==> config.mk <==
export PLATFORM = sky130hd
export DESIGN_NAME = spi_dev_shifter
export DESIGN_NICKNAME = d
export VERILOG_FILES = /design/src/rtl/spi_shift_pkg.sv /design/src/rtl/spi_shift_ctrl.sv /design/src/rtl/spi_shift_dp.sv /design/src/rtl/spi_dev_shifter.sv
export SDC_FILE = /design/constraint.sdc
export NUM_CORES = 1
export LEC_CHECK = 0
export ABC_CLOCK_PERIOD_IN_PS = 3700
export BUFFER_PORTS_ARGS = -buffer_cell sky130_fd_sc_hd__buf_2
export CAP_MARGIN = 40
export CORE_ASPECT_RATIO = 2
export CORE_UTILIZATION = 59
export CTS_BUF_LIST = sky130_fd_sc_hd__clkbuf_8 sky130_fd_sc_hd__clkbuf_16
export DETAILED_ROUTE_END_ITERATION = 6
export GPL_TIMING_DRIVEN = 0
export PLACE_DENSITY = 0.84
export SLEW_MARGIN = 10
export SYNTH_ARGS = -nofsm -noshare
export SYNTH_HDL_FRONTEND = slang
export SYNTH_HIERARCHICAL = 1
export SYNTH_SLANG_ARGS = --single-unit
==> constraint.sdc <==
create_clock -name clk -period 3.7 [get_ports clk]
set_input_delay 0.37 -clock clk [delete_from_list [all_inputs] [get_ports clk]]
set_output_delay 0.37 -clock clk [all_outputs]
set_load 0.01 [all_outputs]
==> src/rtl/spi_shift_pkg.sv <==
package spi_shift_pkg;

  // strobes from control to datapath, valid for one core clock
  typedef struct packed {
    logic idle;       // select inactive
    logic sample;     // capture MOSI
    logic shift;      // update MISO
    logic byteFirst;  // sample of bit 0 of a byte
    logic popPoint;   // sample of the second to last bit
    logic byteEnd;    // sample of the last bit
  } shiftCtrl_t;

endpackage

==> src/rtl/spi_shift_ctrl.sv <==
module spi_shift_ctrl
  import spi_shift_pkg::*;
#(
  parameter int DataW = 8,
  localparam int CntW = $clog2(DataW)
) (
  input  logic            clk,
  input  logic            rstN,
  input  logic            cpol,
  input  logic            cpha,
  input  logic            sck,
  input  logic            csN,
  output shiftCtrl_t      ctrlStb,
  output logic [CntW-1:0] bitIdx
);

  localparam logic [CntW-1:0] LastIdx = CntW'(DataW - 1);
  localparam logic [CntW-1:0] PopIdx  = CntW'(DataW - 2);

  logic sckPrev;
  logic riseEdge, fallEdge, leadEdge, trailEdge;
  logic sampleEn, shiftEn;

  always_ff @(posedge clk or negedge rstN) begin
    if (!rstN) sckPrev <= 1'b0;
    else       sckPrev <= sck;
  end

  assign riseEdge  = sck & ~sckPrev;
  assign fallEdge  = ~sck & sckPrev;
  assign leadEdge  = cpol ? fallEdge : riseEdge;
  assign trailEdge = cpol ? riseEdge : fallEdge;
  assign sampleEn  = ~csN & (cpha ? trailEdge : leadEdge);
  assign shiftEn   = ~csN & (cpha ? leadEdge : trailEdge);

  always_ff @(posedge clk or negedge rstN) begin
    if (!rstN)         bitIdx <= '0;
    else if (csN)      bitIdx <= '0;
    else if (sampleEn) bitIdx <= (bitIdx == LastIdx) ? '0 : bitIdx + 1'b1;
  end

  always_comb begin
    ctrlStb.idle      = csN;
    ctrlStb.sample    = sampleEn;
    ctrlStb.shift     = shiftEn;
    ctrlStb.byteFirst = sampleEn & (bitIdx == '0);
    ctrlStb.popPoint  = sampleEn & (bitIdx == PopIdx);
    ctrlStb.byteEnd   = sampleEn & (bitIdx == LastIdx);
  end

endmodule

==> src/rtl/spi_shift_dp.sv <==
module spi_shift_dp
  import spi_shift_pkg::*;
#(
  parameter int DataW = 8,
  localparam int CntW = $clog2(DataW)
) (
  input  logic             clk,
  input  logic             rstN,
  input  shiftCtrl_t       ctrlStb,
  input  logic [CntW-1:0]  bitIdx,
  input  logic             txLsbFirst,
  input  logic             rxLsbFirst,
  input  logic             mosi,
  output logic             miso,
  input  logic [DataW-1:0] txData,
  input  logic             txValid,
  output logic             txReady,
  output logic [DataW-1:0] rxData,
  output logic             rxValid,
  output logic             txUnderflow
);

  logic [DataW-1:0] txByte, srcByte, rxShift, rxNext;
  logic             txHave;

  function automatic logic pickBit(logic [DataW-1:0] v, logic [CntW-1:0] i, logic lsb);
    logic [CntW-1:0] j;
    j = lsb ? i : CntW'(DataW - 1) - i;
    return v[j];
  endfunction

  assign srcByte = txValid ? txData : '0;
  assign rxNext  = rxLsbFirst ? {mosi, rxShift[DataW-1:1]}
                              : {rxShift[DataW-2:0], mosi};

  always_ff @(posedge clk or negedge rstN) begin
    if (!rstN) begin
      txByte      <= '0;
      txHave      <= 1'b0;
      miso        <= 1'b0;
      rxShift     <= '0;
      rxData      <= '0;
      rxValid     <= 1'b0;
      txReady     <= 1'b0;
      txUnderflow <= 1'b0;
    end else begin
      txReady     <= ctrlStb.popPoint & txHave;
      txUnderflow <= ctrlStb.byteFirst & ~txHave;
      rxValid     <= ctrlStb.byteEnd;
      if (ctrlStb.byteEnd) rxData <= rxNext;
      if (ctrlStb.idle) begin
        txByte  <= srcByte;
        txHave  <= txValid;
        miso    <= pickBit(srcByte, '0, txLsbFirst);
        rxShift <= '0;
      end else begin
        if (ctrlStb.sample) rxShift <= rxNext;
        if (ctrlStb.byteEnd) begin
          txByte <= srcByte;
          txHave <= txValid;
        end
        if (ctrlStb.shift) miso <= pickBit(txByte, bitIdx, txLsbFirst);
      end
    end
  end

endmodule

==> src/rtl/spi_dev_shifter.sv <==
module spi_dev_shifter
  import spi_shift_pkg::*;
#(
  parameter int DataW = 8
) (
  input  logic             clk,
  input  logic             rstN,
  input  logic             cpol,
  input  logic             cpha,
  input  logic             txLsbFirst,
  input  logic             rxLsbFirst,
  input  logic             sck,
  input  logic             csN,
  input  logic             mosi,
  output logic             miso,
  input  logic [DataW-1:0] txData,
  input  logic             txValid,
  output logic             txReady,
  output logic [DataW-1:0] rxData,
  output logic             rxValid,
  output logic             txUnderflow
);

  localparam int CntW = $clog2(DataW);

  shiftCtrl_t      ctrlStb;
  logic [CntW-1:0] bitIdx;

  spi_shift_ctrl #(.DataW(DataW)) ctrl_i (
    .clk     (clk),
    .rstN    (rstN),
    .cpol    (cpol),
    .cpha    (cpha),
    .sck     (sck),
    .csN     (csN),
    .ctrlStb (ctrlStb),
    .bitIdx  (bitIdx)
  );

  spi_shift_dp #(.DataW(DataW)) dp_i (
    .clk         (clk),
    .rstN        (rstN),
    .ctrlStb     (ctrlStb),
    .bitIdx      (bitIdx),
    .txLsbFirst  (txLsbFirst),
    .rxLsbFirst  (rxLsbFirst),
    .mosi        (mosi),
    .miso        (miso),
    .txData      (txData),
    .txValid     (txValid),
    .txReady     (txReady),
    .rxData      (rxData),
    .rxValid     (rxValid),
    .txUnderflow (txUnderflow)
  );

endmodule

After elaboration in Yosys (flattened, before gate mapping)
Cells that the tools add are included.
{ "word_totals": {"regBits": 33, "input_bits": 18, "out_inout_bits": 12, "word_cells": 56} }
{ "classes": {"add_sub_neg": 2, "order_cmp": 2, "n_eq_ne": 2, "n_mux": 23, "bitwise": 13, "reduce_logical": 4} }
{ "op_table": {"columns": ["cell", "count"], "rows": [
  ["$mux W8", 6],
  ["$mux W3", 5],
  ["$mux W1", 10],
  ["$and A1 B1 Y1", 9],
  ["$lt A3 B4 Y1 const B", 2],
  ["$bmux W1 S3", 2],
  ["$eq A3 B3 Y1 const B", 2],
  ["$reduce_bool A2 Y1", 3],
  ["$not A1 Y1", 4],
  ["$add A3 B1 Y3 const B", 1],
  ["$logic_not A3 Y1", 1],
  ["$sub A3 B3 Y3 const A", 1]
]} }

Longest topological paths before layout
{ "logic_depth": {"ltp_word": 8, "ltp_mapped": 8, "mapped_depth_nobuf": 7} }

By module
Netlist, hierarchy kept.
{ "by_module_without_submodules": {"columns": ["mod", "n_inst", "cells_each", "area_per_inst_um2", "seq_area_each_um2"], "rows": [
  ["spi_shift_dp", 1, 128, 1335.0, 725.7],
  ["spi_shift_ctrl", 1, 35, 334.1, 100.1]
]} }

Worst setup path after synthesis
No wires, ideal clock.
{ "synth_timing": {"path_kind": "input to register", "from": "input cpol", "to": "register dp_i.txHave", "setup_time_ps": 125, "arrival_ps": 1832, "required_ps": 3575, "path_slack_ps": 1743, "path_stages": 6, "path_buffers": 1, "cell_sequence": "xor2_1 > mux2i_2 > nor3b_1 > buf_2 > nor2_2 > mux2_2"} }
{ "synth_lines": {"columns": ["item", "line", "text"], "rows": [
  ["start: declaration", "spi_dev_shifter.sv:8", "input logic cpol,"],
  ["end signal: assignment", "spi_shift_dp.sv:53", "txHave <= txValid;"],
  ["end signal: assignment", "spi_shift_dp.sv:60", "txHave <= txValid;"],
  ["end: declaration", "spi_shift_dp.sv:24", "logic txHave;"]
]} }

==> metrics.md <==
| Metric | Value |
|---|---|
| Status | complete, no violations |
| Async set or reset register ratio after synthesis | 100% |
| Detailed Place HPWL | 2420 um |
| Synthesized area | 1670 um2 |
| Clk_skew | 0.00507 ns |
| Slew @ Worst Pin | 0.717 ns |
| Gr ovfl total | 0 |
| Top cells by count, synth | dfrtp_1, nor2_1, nand2_1 |
| Die W | 39.6 um |
| Worst Setup End Kind | flop |
| Slack of the critical path | 1.61 ns |
| Vias in the first global route | 1285 |
| CP bufs+invs | 3 |
| GPL Wtd Cong | 0.813 |
| Area leader, netlist | dfrtp_1 |
| Top FF cell, synth | dfrtp_1 |
| Router iterations before antenna repair | 6 |
| DRC | 0 |
| Post-synthesis register bit count | 33 |
| Post-synth top area share | 49.5% |
| Worst slew margin | 52.2% |
| Number of I/O port buffers | 28 |
| Req. time, crit path | 3.86 ns |
| F_max | 478 MHz |
| Global-route wire length before repair | 5220 um |
| Total GRT Usage | 25.1% |
| Complex-gate fraction of the synthesized area | 11.5% |
| Sequential element share of the synthesized area | 49.5% |
| Met3 usage | 6.07% |
| GR peak layer | met2 |
| Core Area | 2700 um2 |
| Max Slew Vio Count | 0 |
| Maximum fanout along the worst path | 10 |
| Main combinational cell family by area after synthesis | simple AND/OR/NAND/NOR gates |
| Placed cell area | 1850 um2 |
| Power density over the cells | 387 nW/um2 |
| Final cycle utilization of the critical path | 56.5% |
| Initial antenna violation count | 0 |
| Post-CTS resize count | 0 |
| Leak | 0.942 nW |
| Site Rows | 27 |
| CTS buffer count | 5 |
| Met1 Usage GRT | 21.4% |
| Io pins | 30 |
| Ys Warns | 6 |
| Ratio of cells with drive above 1 in the final layout | 25.6% |
| DR WL/cell | 14.2 um |
| CP dominant cell by count | buf_2 |
| Critical path class | input pin to flop |
| Via density per instance | 5.66 |
| Filler instances | 210 |
| Most common cell in the netlist | dfrtp_1 |
| Met2 usage | 45.4% |
| Fin crit period | 2.09 ns |
| Post-synthesis simple-gate area fraction | 16.4% |
| Peak supply drop | 0.000335 V |
| Synth Area per Inst | 10.2 um2 |
| MaxCap Viol Count | 0 |
| Critical Path AT | 2.25 ns |
| Worst skew pair latency | 0.28 ns |
| Design area | 1930 um2 |
| Count of final setup violators | 0 |
| CTS sink cnt | 33 |
| Hold Buf Count CTS | 0 |
| Mapped Nets | 185 |
| RSZ-0062 raised after global routing | false |
| Diode count | 0 |
| Die area | 3060 um2 |
| Clock tree buffer depth | 2 |
| Final ANT Viol Nets | 0 |
| Largest stage delay on the critical path | 0.52 ns |
| H-tree depth | 2 |
| Synth-to-layout area growth | 15.5% |
| Slowest cell on the critical path | mux2i_2 |
| TritonCTS clock tree | built |
| Post-Synthesis Cells | 163 |
| Die height | 77.2 um |
| Xor/xnor share of the synthesized area | 0.525% |
| Clock Root Buffer | clkbuf_8 |
| Largest net degree at the start of global routing | 34 |
| Nets | 220 |
| Area contributors post-synth | dfrtp_1, mux2i_1, nor2_1 |
| Post-CTS Setup Inserts | 0 |
| Via count | 1291 |
| EDFF count, synth | 0 |
| Starting Density | 61.8% |
| Initial DRC count | 37 |
| Fraction of the mapped netlist area in adder cells | 3.00% |
| Worst-path cell chain | buf_2, xor2_1, mux2i_2, nor3b_1, buf_2, nor2_2, buf_2, o21ai_0 |
| Fin. Hold Viols | 0 |
| Hold Crit Class | input pin to async pin |
| Setup_tns | 0 ns |
| Placement Setup Slack | 1.33 ns |
| CP delay by family, top | buffers and inverters |
| Post-synth cell types | 34 |
| Type of origin of the critical path | input pin |
| Final WL | 3240 um |
| Clk pin slew, worst setup/hold paths | 0.06 ns |
| Mux share of post-synthesis cell area | 14.2% |
==> logic make-up (layout without fill, tap and decap cells) <==
family / count (synthesis) / in the layout
adder cells (fa/ha/maj): 4 / 4
AO/OA/AOI/OAI: 32 / 32
AND/OR/NAND/NOR: 57 / 57
XOR/XNOR: 1 / 1
flip-flops: 33 / 33
buffers and inverters: 15 / 51
multiplexers: 21 / 21
==> metrics by stage <==
step	total power, mW	util (%)	instances	hold WS [ns]
after floorplan	0.466	-	163	0.0744
after global placement	0.496	68.3	220	0.451
after detailed placement	0.502	68.3	220	0.456
after CTS	0.754	71.3	228	0.151
after global routing	0.781	71.3	228	0.193
final	0.745	71.3	228	0.138
==> flip-flops by register name (all words and copies together), names as in the netlist <==
name and cells:
ctrl_i/bitIdx 3, ctrl_i/sckPrev 1, dp_i/miso 1, dp_i/rxData 8
dp_i/rxShift 8, dp_i/rxValid 1, dp_i/txByte 8, dp_i/txHave 1
dp_i/txReady 1, dp_i/txUnderflow 1
==> cell usage in the layout (no fill, tap or decap), drive strengths merged <==
cell | synthesis | final
mux2 | 3 | 3
buf | 9 | 37
inv | 2 | 3
a211oi | 8 | 8
nor3b | 1 | 1
nand2 | 19 | 19
mux2i | 17 | 17
clkbuf | 4 | 9
nor2 | 21 | 21
or3b | 1 | 1
nor3 | 2 | 2
nand2b | 4 | 4
and2 | 1 | 1
xor2 | 1 | 1
nand3b | 2 | 2
a21oi | 9 | 9
o22ai | 1 | 1
nor2b | 3 | 3
a311oi | 1 | 1
dfrtp | 33 | 33
a31oi | 2 | 2
ha | 4 | 4
or2 | 1 | 1
o21ai | 10 | 10
o221ai | 1 | 1
nor4b | 2 | 2
clkinv | 0 | 2
mux4 | 1 | 1
==> power breakdown <==
part / switching, mW / internal (mW) / total (mW) / leakage (nW)
registers: 0.0161 / 0.379 / 0.395 / 0.444
clock network: 0.122 / 0.127 / 0.249 / 0.0491
logic: 0.0548 / 0.0466 / 0.101 / 0.449
==> cell type report <==
class	instances	area, um2	area share (%)
Sequential cell	33	826	42.8
Clock inverter	3	13.8	0.714
Tap cell	29	36.3	1.88
Multi-Input combinational cell	115	762	39.5
Timing Repair Buffer	28	140	7.27
Clock buffer	5	68.8	3.57
Inverter	2	7.51	0.389
Buffer	13	73.8	3.83
==> path summary, 6_finish.rpt <==
| path | from | end | slack, ns | depth (start not counted) |
|---|---|---|---|---|
| setup reg to reg | ctrl_i/bitIdx[0]$_DFFE_PN0P_ | dp_i/txByte[6]$_DFFE_PN0P_ | 1.62 | 7 |
| setup / recovery | cpol | dp_i/txByte[6]$_DFFE_PN0P_ | 1.61 | 8 |
| hold / removal | rstN | ctrl_i/bitIdx[2]$_DFFE_PN0P_ | 0.14 | 1 |
| max in group asynchronous | rstN | dp_i/rxData[7]$_DFFE_PN0P_ | 3.10 | 1 |
| min in group clk | sck | ctrl_i/sckPrev$_DFF_PN0_ | 0.22 | 1 |
| hold reg to reg | dp_i/txHave$_DFFE_PN0P_ | dp_i/txUnderflow$_DFF_PN0_ | 0.47 | 1 |
==> metal layers <==
metal  share of wire [%]  vias to the layer above
met1                  37                      622
li1                    -                      630
met4                 2.5                        0
met2                  58                       33
met3                 3.2                        6
met5                   0                        -
(Power assumes the default switching activity.)
